## config.mk

```make
export PLATFORM = sky130hd
export DESIGN_NAME = dct_tx
export DESIGN_NICKNAME = d
export VERILOG_FILES = /design/src/rtl/dct_pkg.sv /design/src/rtl/dct_slot_timer.sv /design/src/rtl/dct_shifter.sv /design/src/rtl/dct_ctrl.sv /design/src/rtl/dct_tx.sv
export SDC_FILE = /design/constraint.sdc
export NUM_CORES = 1
export LEC_CHECK = 0
export BUFFER_PORTS_ARGS = -buffer_cell sky130_fd_sc_hd__buf_4
export CAP_MARGIN = 20
export CORE_MARGIN = 1.5
export CORE_UTILIZATION = 47
export DETAILED_ROUTE_END_ITERATION = 7
export PLACE_DENSITY = 0.74
export SLEW_MARGIN = 15
export SYNTH_ARGS = -nofsm -noshare
export SYNTH_HDL_FRONTEND = slang
export SYNTH_SLANG_ARGS = --single-unit
```

## constraint.sdc

```tcl
create_clock -name clk -period 2.31 [get_ports clk]
set_clock_uncertainty 0.1 [all_clocks]
set_input_delay 0.231 -clock clk [delete_from_list [all_inputs] [get_ports clk]]
set_output_delay 0.231 -clock clk [all_outputs]
set_load 0.1 [all_outputs]
```

## src/rtl/dct_pkg.sv

```systemverilog
package dct_pkg;
   typedef enum logic [1:0] {
      ST_IDLE = 2'd0,
      ST_ARM  = 2'd1,
      ST_SEND = 2'd2
   } dct_state_e;
endpackage

```

## src/rtl/dct_slot_timer.sv

```systemverilog
// Tracks the bit position within the frame and flags the indication slot.
module dct_slot_timer #(
   parameter int FRAME_BITS = 32,
   localparam int POS_W     = $clog2(FRAME_BITS)
) (
   input  logic             clk,
   input  logic             rst_n,
   input  logic             frame_sync,
   input  logic [POS_W-1:0] ind_pos,
   output logic             ind_hit
);
   localparam logic [POS_W-1:0] POS_LAST = POS_W'(FRAME_BITS - 1);

   logic [POS_W-1:0] pos_q, pos_now;
   logic             synced_q;

   always_comb begin
      if (frame_sync)            pos_now = '0;
      else if (pos_q == POS_LAST) pos_now = '0;
      else                        pos_now = pos_q + 1'b1;
   end

   always_ff @(posedge clk or negedge rst_n) begin
      if (!rst_n) begin
         pos_q    <= POS_LAST;
         synced_q <= 1'b0;
      end else begin
         pos_q    <= pos_now;
         synced_q <= synced_q | frame_sync;
      end
   end

   // no indication is trusted before the first frame alignment
   assign ind_hit = (synced_q | frame_sync) & (pos_now == ind_pos);
endmodule

```

## src/rtl/dct_shifter.sv

```systemverilog
// Walks the frame buffer byte by byte and serialises the current byte.
module dct_shifter #(
   parameter int BYTE_W    = 8,
   parameter int MAX_BYTES = 16,
   parameter bit MSB_FIRST = 1'b1,
   localparam int AW       = $clog2(MAX_BYTES),
   localparam int LEN_W    = $clog2(MAX_BYTES + 1),
   localparam int BIT_W    = $clog2(BYTE_W)
) (
   input  logic              clk,
   input  logic              rst_n,
   input  logic              load,
   input  logic              rewind,
   input  logic              step,
   input  logic [LEN_W-1:0]  frm_len,
   input  logic [BYTE_W-1:0] rd_data,
   output logic [AW-1:0]     rd_addr,
   output logic              bit_out,
   output logic              last_bit
);
   localparam logic [BIT_W-1:0] BIT_LAST = BIT_W'(BYTE_W - 1);

   logic [AW-1:0]    addr_q;
   logic [BIT_W-1:0] bit_q;
   logic [LEN_W-1:0] len_q;
   logic             last_byte;

   always_ff @(posedge clk or negedge rst_n) begin
      if (!rst_n) begin
         addr_q <= '0;
         bit_q  <= '0;
         len_q  <= '0;
      end else if (load) begin
         addr_q <= '0;
         bit_q  <= '0;
         len_q  <= frm_len;
      end else if (rewind) begin
         addr_q <= '0;
         bit_q  <= '0;
      end else if (step) begin
         if (bit_q == BIT_LAST) begin
            bit_q  <= '0;
            addr_q <= addr_q + 1'b1;
         end else begin
            bit_q <= bit_q + 1'b1;
         end
      end
   end

   assign last_byte = ((LEN_W'(addr_q) + 1'b1) == len_q);
   assign last_bit  = last_byte & (bit_q == BIT_LAST);
   assign rd_addr   = addr_q;

   generate
      if (MSB_FIRST) begin : g_msb
         logic [BIT_W-1:0] sel;
         assign sel     = BIT_LAST - bit_q;
         assign bit_out = rd_data[sel];
      end else begin : g_lsb
         assign bit_out = rd_data[bit_q];
      end
   endgenerate
endmodule

```

## src/rtl/dct_ctrl.sv

```systemverilog
// Arbitration state machine: arm, send, abort/rewind or give up.
module dct_ctrl
   import dct_pkg::*;
#(
   parameter int AW          = 4,
   parameter int RETRY_BYTES = 2
) (
   input  logic          clk,
   input  logic          rst_n,
   input  logic          start,
   input  logic          ind_hit,
   input  logic          ind_bit,
   input  logic          d_strb,
   input  logic          last_bit,
   input  logic [AW-1:0] byte_idx,
   output logic          load,
   output logic          rewind,
   output logic          step,
   output logic          sending,
   output logic          done,
   output logic          abort,
   output logic          retry_fail
);
   localparam logic [AW:0] RETRY_LIM = (AW + 1)'(RETRY_BYTES);

   dct_state_e st_q, st_d;
   logic       done_d, abort_d, fail_d;
   logic       collide, free, early;

   assign collide = ind_hit & ind_bit;
   assign free    = ind_hit & ~ind_bit;
   assign early   = ({1'b0, byte_idx} < RETRY_LIM);

   always_comb begin
      st_d    = st_q;
      load    = 1'b0;
      rewind  = 1'b0;
      step    = 1'b0;
      done_d  = 1'b0;
      abort_d = 1'b0;
      fail_d  = 1'b0;
      unique case (st_q)
         ST_IDLE: begin
            if (start) begin
               load = 1'b1;
               st_d = ST_ARM;
            end
         end
         ST_ARM: begin
            if (free) st_d = ST_SEND;
         end
         ST_SEND: begin
            if (collide) begin
               rewind = 1'b1;
               if (early) begin
                  abort_d = 1'b1;
                  st_d    = ST_ARM;
               end else begin
                  fail_d = 1'b1;
                  st_d   = ST_IDLE;
               end
            end else if (d_strb) begin
               step = 1'b1;
               if (last_bit) begin
                  done_d = 1'b1;
                  rewind = 1'b1;
                  st_d   = ST_IDLE;
               end
            end
         end
         default: st_d = ST_IDLE;
      endcase
   end

   always_ff @(posedge clk or negedge rst_n) begin
      if (!rst_n) begin
         st_q       <= ST_IDLE;
         done       <= 1'b0;
         abort      <= 1'b0;
         retry_fail <= 1'b0;
      end else begin
         st_q       <= st_d;
         done       <= done_d;
         abort      <= abort_d;
         retry_fail <= fail_d;
      end
   end

   assign sending = (st_q == ST_SEND);
endmodule

```

## src/rtl/dct_tx.sv

```systemverilog
// D-channel contention transmitter top.
module dct_tx #(
   parameter int FRAME_BITS  = 32,
   parameter int BYTE_W      = 8,
   parameter int MAX_BYTES   = 16,
   parameter int RETRY_BYTES = 2,
   parameter bit MSB_FIRST   = 1'b1,
   localparam int POS_W      = $clog2(FRAME_BITS),
   localparam int AW         = $clog2(MAX_BYTES),
   localparam int LEN_W      = $clog2(MAX_BYTES + 1)
) (
   input  logic              clk,
   input  logic              rst_n,
   input  logic              frame_sync,
   input  logic              d_strb,
   input  logic [POS_W-1:0]  ind_pos,
   input  logic              ind_bit,
   input  logic              start,
   input  logic [LEN_W-1:0]  frm_len,
   output logic [AW-1:0]     rd_addr,
   input  logic [BYTE_W-1:0] rd_data,
   output logic              d_out,
   output logic              d_oe,
   output logic              done,
   output logic              abort,
   output logic              retry_fail
);
   initial begin
      if (FRAME_BITS < 4)
         $fatal(1, "dct_tx: FRAME_BITS must be at least 4");
      if (BYTE_W < 2)
         $fatal(1, "dct_tx: BYTE_W must be at least 2");
      if (MAX_BYTES < 2)
         $fatal(1, "dct_tx: MAX_BYTES must be at least 2");
      if (RETRY_BYTES < 1 || RETRY_BYTES > MAX_BYTES)
         $fatal(1, "dct_tx: RETRY_BYTES out of range");
   end

   logic ind_hit, load, rewind, step, sending, last_bit, bit_out;

   dct_slot_timer #(.FRAME_BITS(FRAME_BITS)) timer_i (
      .clk       (clk),
      .rst_n     (rst_n),
      .frame_sync(frame_sync),
      .ind_pos   (ind_pos),
      .ind_hit   (ind_hit)
   );

   dct_shifter #(
      .BYTE_W   (BYTE_W),
      .MAX_BYTES(MAX_BYTES),
      .MSB_FIRST(MSB_FIRST)
   ) shift_i (
      .clk     (clk),
      .rst_n   (rst_n),
      .load    (load),
      .rewind  (rewind),
      .step    (step),
      .frm_len (frm_len),
      .rd_data (rd_data),
      .rd_addr (rd_addr),
      .bit_out (bit_out),
      .last_bit(last_bit)
   );

   dct_ctrl #(.AW(AW), .RETRY_BYTES(RETRY_BYTES)) ctrl_i (
      .clk       (clk),
      .rst_n     (rst_n),
      .start     (start),
      .ind_hit   (ind_hit),
      .ind_bit   (ind_bit),
      .d_strb    (d_strb),
      .last_bit  (last_bit),
      .byte_idx  (rd_addr),
      .load      (load),
      .rewind    (rewind),
      .step      (step),
      .sending   (sending),
      .done      (done),
      .abort     (abort),
      .retry_fail(retry_fail)
   );

   assign d_oe  = sending & d_strb;
   assign d_out = d_oe & bit_out;
endmodule

```

# ---- After elaboration in Yosys (flattened, before gate mapping)
# Cells that the tools add are included.
# Widths: inputs -> output; s select.
dict set report totals {
  ff_bits 23
  in_bits 24
  out_inout_bits 9
  wordCells 75
}
dict set report op_classes {
  n_addsub 5
  n_lt_le_gt_ge 2
  eq_ne 10
  mux 36
  bitwise 8
  n_reduce_logical 5
}
# cell count
set ops {}
lappend ops {{$mux 1} 19}
lappend ops {{$mux 4} 4}
lappend ops {{$mux 3} 4}
lappend ops {{$eq 5x5->1} 2}
lappend ops {{$mux 2} 5}
lappend ops {{$mux 5} 2}
lappend ops {{$and 1x1->1} 6}
lappend ops {{$pmux 2 s3} 1}
lappend ops {{$reduce_bool 3->1} 2}
lappend ops {{$add 4x1->5 const B} 1}
lappend ops {{$add 5x1->5 const B} 1}
lappend ops {{$eq 5x5->1 const B} 1}
lappend ops {{$add 4x1->4 const B} 1}
lappend ops {{$lt 3x4->1 const B} 1}
lappend ops {{$lt 4x2->1 const B} 1}
lappend ops {{$reduce_and 4->1} 1}
lappend ops {{$add 3x1->3 const B} 1}
lappend ops {{$bmux 1 s3} 1}
lappend ops {{$eq 3x3->1 const B} 1}
lappend ops {{$ne 3x1->1 const B} 1}
lappend ops {{$ne 3x2->1 const B} 1}
lappend ops {{$sub 3x3->3 const A} 1}
lappend ops {{$eq 2x1->1 const B} 1}
lappend ops {{$eq 2x2->1 const B} 1}
lappend ops {{6 further kinds} 6}

# ---- Logic depth before layout (Yosys ltp)
dict set report logic_depth {
  depth_word 11
  depth_mapped 10
  depth_no_buf 9
}

# ---- By module
# From an unflattened synthesis, not the netlist that was laid out.
dict set report unflattened {
  hier_cells 117
  area_unflattened_um2 1315.0
}
# module n_inst cells_each area_each_um2 seq_area_each_um2
set modules_own_cells {}
lappend modules_own_cells {dct_shifter 1 58 681.9 300.3}
lappend modules_own_cells {dct_slot_timer 1 35 371.6 156.4}
lappend modules_own_cells {dct_ctrl 1 22 249.0 125.1}
lappend modules_own_cells {dct_tx 1 2 12.5 0.0}

# ---- Worst setup path before layout
# OpenSTA, ideal clock, no wires.
dict set report synth_path {
  kind {register to register}
  start {reg shift_i.addr_q[0], in the netlist shift_i.rd_addr[0]}
  end {reg shift_i.bit_q[1]}
  setup_time_ns 0.121
  arrival_ns 2.523
  required_ns 2.089
  slack_ns -0.434
  stages_incl_launch_ff 8
  path_buffers 0
  synth_period_minus_slack_ns 2.744
  cell_sequence {dfrtp_1 > ha_1 > and4b_1 > a22oi_1 > a2111oi_4 > nor2_2 > and2_4 > a22o_1}
}
dict set report synth_between {
  elab_chain_len 9
  elab_cells_between_ends 10
  classes_between {add/sub: 1; eq/ne: 1; mux: 6; bitwise: 1; reduce/logical: 1}
}
# element line
set synth_rtl {}
lappend synth_rtl {{from (decl)} dct_shifter.sv:23} ;# logic [AW-1:0] addr_q;
lappend synth_rtl {{from (signal assigned)} dct_shifter.sv:43} ;# addr_q <= addr_q + 1'b1;
lappend synth_rtl {{$add 4x1->5 *} dct_shifter.sv:50} ;# assign last_byte = ((LEN_W'(addr_q) + 1'b1) == len_q);
lappend synth_rtl {{$eq 5x5->1 *} dct_shifter.sv:50}
lappend synth_rtl {{$and 1x1->1 *} dct_shifter.sv:51} ;# assign last_bit = last_byte & (bit_q == BIT_LAST);
lappend synth_rtl {{$mux 1 *} dct_ctrl.sv:64} ;# if (last_bit) begin
lappend synth_rtl {{$mux 1 *} dct_ctrl.sv:62} ;# end else if (d_strb) begin
lappend synth_rtl {{$mux 1 *} dct_ctrl.sv:53} ;# if (collide) begin
lappend synth_rtl {{$mux 1 *} dct_ctrl.sv:42} ;# unique case (st_q)
lappend synth_rtl {{$mux 3} dct_shifter.sv:37} ;# end else if (rewind) begin
lappend synth_rtl {{$mux 3} dct_shifter.sv:33} ;# end else if (load) begin
lappend synth_rtl {{to (signal assigned)} dct_shifter.sv:45} ;# bit_q <= bit_q + 1'b1;
lappend synth_rtl {{to (decl)} dct_shifter.sv:24} ;# logic [BIT_W-1:0] bit_q;
# Every way passes the cells marked *; elsewhere a longest branch is shown, timed or not.
# A chain may end at the register's enable or synchronous reset.

# ---- Worst setup path in the final report
dict set report layout_path {
  start {reg timer_i.pos_q[1]}
  end {reg shift_i.bit_q[0]}
}
dict set report layout_between {
  elab_chain_len 10
  elab_cells_between_ends 14
  classes_between {add/sub: 1; eq/ne: 2; mux: 8; bitwise: 2; reduce/logical: 1}
}
# element line
set layout_rtl {}
lappend layout_rtl {{from (decl)} dct_slot_timer.sv:14} ;# logic [POS_W-1:0] pos_q, pos_now;
lappend layout_rtl {{from (signal assigned)} dct_slot_timer.sv:28} ;# pos_q <= pos_now;
lappend layout_rtl {{$add 5x1->5 or $eq 5x5->1 (tied branches)} {dct_slot_timer.sv:20, dct_slot_timer.sv:19}}
lappend layout_rtl {{$mux 5 *} dct_slot_timer.sv:19} ;# else if (pos_q == POS_LAST) pos_now = '0;
lappend layout_rtl {{$mux 5 *} dct_slot_timer.sv:18} ;# if (frame_sync) pos_now = '0;
lappend layout_rtl {{$eq 5x5->1 *} dct_slot_timer.sv:34} ;# assign ind_hit = (synced_q | frame_sync) & (pos_now == ind_pos);
lappend layout_rtl {{$and 1x1->1 *} dct_slot_timer.sv:34}
lappend layout_rtl {{$and 1x1->1 *} dct_ctrl.sv:30} ;# assign collide = ind_hit & ind_bit;
lappend layout_rtl {{$mux 1} dct_ctrl.sv:53}
lappend layout_rtl {{$mux 1} dct_ctrl.sv:42}
lappend layout_rtl {{$mux 3} dct_shifter.sv:37}
lappend layout_rtl {{$mux 3} dct_shifter.sv:33}
# Marks and branches as above.

==> results summary <==
Together, buffers and inverters on the worst path number 1. Setup repair after global routing could not meet its margin everywhere. The run finished, with violations left.

Relative to the synthesized area, the layout overhead comes to 35.5%. The number of global-route vias before repair is 1211. Among all flip-flop cells after synthesis, the most frequent one is sky130_fd_sc_hd__dfrtp_1. After detailed routing, the met2 layer carries between 1.5 and 2 mm of wire.

The setup violation total in the final timing report came out at 9. The cell type with the highest occurrence count on the critical path is sky130_fd_sc_hd__ha_4. The HPWL after detailed placement is between 2 and 2.5 mm.

The first global-routing pass estimated 5.42 mm of wire. The largest net degree at the start of global routing came out at 24. STA classifies the critical path endpoint as a register.

In this run the critical register-to-register path is captured at shift_i.bit_q[0]. The met3 layer wire length in the routed design came out at around 130 microns. Synthesis produced a netlist with a net count of around 160. The startpoint identified for the worst hold timing path is frame_sync.

STA classifies the critical path startpoint as a register. The relative max-transition margin came out at 0.541. The cell leakage power came out at roughly 0.82 nW. The largest vdd supply drop came out at 0.474 mV. The global placer's final weighted congestion is ~0.8. The final hold slack came out at 17.2 ps.

The post-synthesis cell type count is 43. The number of fillers in the final layout is around 220. The share of flip-flops with an asynchronous set or reset came out at 1.00. For this run, the number of standard cells in the final layout without fillers is about 210. The flop-to-flop setup slack came out at -230 ps. The clock tree from TritonCTS is yes.

The total of flip-flops plus latches after synthesis is 23. The initial antenna violation count came to 0. The core box area came out at ~0.0028 sq mm.

The area of the mapped netlist is between 0.001 and 0.0015 sq mm. The slew at the pin closest to its max-slew limit is just under 700 ps. The number of maximum-capacitance violations is 0.

After layout, the worst setup slack is -232 ps. The standard-cell row count came out at 19. The share of the yosys chip area belonging to registers came out at 0.421. For this design the ratio of total power to cell area is roughly 540 mW/mm^2.

After detailed routing, the number of remaining DRC violations is 0. The clock latency reported for the late side of the worst-skew pair came out at about 310 ps. The worst hold-check path type is input port to register.

The finished layout cell area came out at around 0.0019 sq mm. After the first detailed-routing iteration, the DRC count stood at 38. After detailed routing, no signal wire sits above met4. The via count is ~1200. The effective utilization at floorplan came out at 0.497. The final layout net count is around 210. Using the TritonRoute via totals, the vias-per-cell ratio works out to roughly 5.7.

The boundary pin count came out at 33. The die area is ~0.0033 sq mm. The share of post-route cells with drive strength above 1 came out at 0.475. Synthesis produced 130 cells. The delay contributed by the slowest stage of the critical path is around 580 ps. The maximum achievable frequency came out at just under 0.4 GHz. After clock tree synthesis, the clock-pin slew on the worst setup and hold paths is 130 ps. The synthesized design contains 0 enable-type register cells.

The top fanout value on the critical path is 4. The average size of a mapped cell is ~11 sq um. The length of the first detailed-routing pass in iterations came out at 4. The number of max-slew violations in the final report is 0. The number of hold-slack violations in the final timing report is 0. For the final routed database, the setup TNS stands at -1270 ps. The number of CTS-inserted buffers is 3. The final critical delay including setup and external delays is approximately 2500 ps. The total routed wire length on the met1 layer is approximately 1.3 mm. The worst register-to-register path begins at timer_i.pos_q[1].

The critical path is of the register to register type. The worst slack at placement is -340 ps. Measured in cells, the most critical reg-to-reg path has a length of 10. The checks that failed: setup timing. The overall routing resource usage came out at 0.211. In this run the number of cells on the critical path is 10. The path with the worst hold slack has its endpoint at timer_i.pos_q[4]. The cell with the largest stage delay on the worst path is sky130_fd_sc_hd__dfstp_2. The number of buffers between clock root and the deepest sink came out at 2.

The height of the chip is 57.2 microns. The instance count along the most critical hold path is 2. The die outline width came out at between 50 and 60 microns. In this run the worst setup path begins at timer_i.pos_q[1]. The placed instances occupy a cell area of approximately 0.0017 sq mm. The average routed wire per standard cell came out at 15.7 microns. The share of the cycle needed by the critical path after routing came out at 1.10. The placed cell count came out at between 150 and 200. The final antenna-violating net count is 0.

The overflow left after global routing is 0. The quantity of I/O buffers inserted on ports is 32. The total of warnings raised by yosys came out at 0. The total wirelength of the detailed-routed design is between 3 and 4 mm. The total inserted antenna cells came out at 0. The arrival time at the worst endpoint came out at approximately 2700 ps. The tree is rooted in a sky130_fd_sc_hd__clkbuf_4.

The count of H-tree levels built during CTS is 1. The required time of the critical path came out at 2430 ps. Walking the worst path, the cells encountered are ha_4, and3_4, ha_4, nor4bb_4, a31oi_1, o21ai_1, nand4_1, buf_4, a21o_1, a21bo_2.

For this design, the sink count on the clock tree is 23. The critical path's top delay family is compound AO/OA/AOI/OAI gates.
## worst reg2reg max path, cell delays in order, from the launching register on
cell	delay (ps)
sky130_fd_sc_hd__dfstp_2	580
sky130_fd_sc_hd__ha_4	140
sky130_fd_sc_hd__and3_4	170
sky130_fd_sc_hd__ha_4	210
sky130_fd_sc_hd__nor4bb_4	280
sky130_fd_sc_hd__a31oi_1	70
sky130_fd_sc_hd__o21ai_1	180
sky130_fd_sc_hd__nand4_1	150
sky130_fd_sc_hd__buf_4	180
sky130_fd_sc_hd__a21o_1	190
sky130_fd_sc_hd__a21bo_2	220
## state kept, by name, summed over array words and instances (netlist names)
name,count
ctrl_i.abort,1
ctrl_i.st_q,2
shift_i.rd_addr,4
timer_i.synced_q,1
timer_i.pos_q,5
shift_i.bit_q,3
shift_i.len_q,5
ctrl_i.retry_fail,1
ctrl_i.done,1
## cells in the final DEF, fill, tap and decap left out, drive strengths merged, types with 3 or more instances in the layout
master | netlist | routed
inv | 5 | 5
nor2b | 3 | 3
xor2 | 3 | 3
nand3 | 5 | 5
ha | 5 | 5
o21ai | 8 | 8
mux2 | 5 | 5
nor3b | 3 | 3
mux2i | 3 | 3
nand2 | 5 | 5
dfstp | 5 | 5
clkbuf | 0 | 4
nor3 | 6 | 6
xnor2 | 6 | 6
buf | 4 | 45
dfrtp | 18 | 18
nand4 | 3 | 3
o211ai | 3 | 3
nor2 | 11 | 11
## Yosys cell counts (3+ instances only)
cell,number,share of area
sky130_fd_sc_hd__ha_1,5,0.045
sky130_fd_sc_hd__xor2_1,3,0.019
sky130_fd_sc_hd__nand2_1,5,0.014
sky130_fd_sc_hd__nor2_1,10,0.027
sky130_fd_sc_hd__dfrtp_1,18,0.33
sky130_fd_sc_hd__nand3_1,5,0.018
sky130_fd_sc_hd__mux2_2,5,0.041
sky130_fd_sc_hd__nand4_1,3,0.014
sky130_fd_sc_hd__dfstp_2,5,0.095
sky130_fd_sc_hd__o21ai_0,7,0.025
sky130_fd_sc_hd__o211ai_1,3,0.016
sky130_fd_sc_hd__nor3_1,5,0.018
sky130_fd_sc_hd__nor2b_1,3,0.014
sky130_fd_sc_hd__inv_1,5,0.014
sky130_fd_sc_hd__buf_4,4,0.022
sky130_fd_sc_hd__xnor2_1,6,0.038
sky130_fd_sc_hd__mux2i_1,3,0.022
## logic make-up (layout without fill, tap and decap cells)
kind of cell / Yosys count / after routing / share of synthesized area
xor+xnor: 9 / 9 / 0.0571
buf+inv: 9 / 56 / 0.0353
simple gates: 48 / 48 / 0.200
fa+ha+maj: 5 / 5 / 0.0453
compound gates: 26 / 26 / 0.146
flops: 23 / 23 / 0.421
mux: 10 / 10 / 0.0951
## area by class of cell
| class | count | area (sq um) | area share |
|---|---|---|---|
| well taps | 31 | 38.8 | 0.0207 |
| inverters | 5 | 18.8 | 0.0100 |
| multi-input cells | 98 | 838 | 0.448 |
| flip-flops and latches | 23 | 592 | 0.316 |
| clock buffers | 4 | 26.3 | 0.0140 |
| repair buffers | 47 | 358 | 0.191 |
## through the flow
stage	util	total power, mW
floorplan	-	0.715
global placement	0.628	0.790
detailed placement	0.628	0.809
CTS	0.658	1.01
global route	0.673	1.07
finish	0.673	1.01
## timing repair
item | 4_1_cts | 5_1_grt
endpoints found under the hold margin | 24 | 0
pin swaps | 3 | 5
setup buffers | 2 | 2
gates resized for setup | 6 | 5
endpoints found under the setup margin | 12 | 12
hold buffers | 2 | 0
## report_power, final
| part | switching (mW) | leakage, nW | internal [mW] | total, mW |
|---|---|---|---|---|
| Combinational | 0.142 | 0.535 | 0.159 | 0.301 |
| Sequential | 0.0527 | 0.274 | 0.464 | 0.516 |
| Clock | 0.122 | 0.0150 | 0.0675 | 0.189 |
| Total | 0.317 | 0.824 | 0.690 | 1.01 |
## per-layer routing
layer | global-route usage | vias up
met3 | 0.0227 | 2
met5 | 0 | -
li1 | - | 579
met4 | 0.0598 | 0
met1 | 0.261 | 573
met2 | 0.388 | 29
## how the worst max path moves through the flow
stage	end	slack, ps
finish	shift_i.bit_q[0]	-230
global route	shift_i.bit_q[0]	-350
CTS	shift_i.bit_q[0]	-250
detailed placement	shift_i.rd_addr[1]	-340
global placement	shift_i.rd_addr[1]	-110
floorplan	shift_i.bit_q[0]	-20
Note: power is estimated with default switching activity, not from simulation.
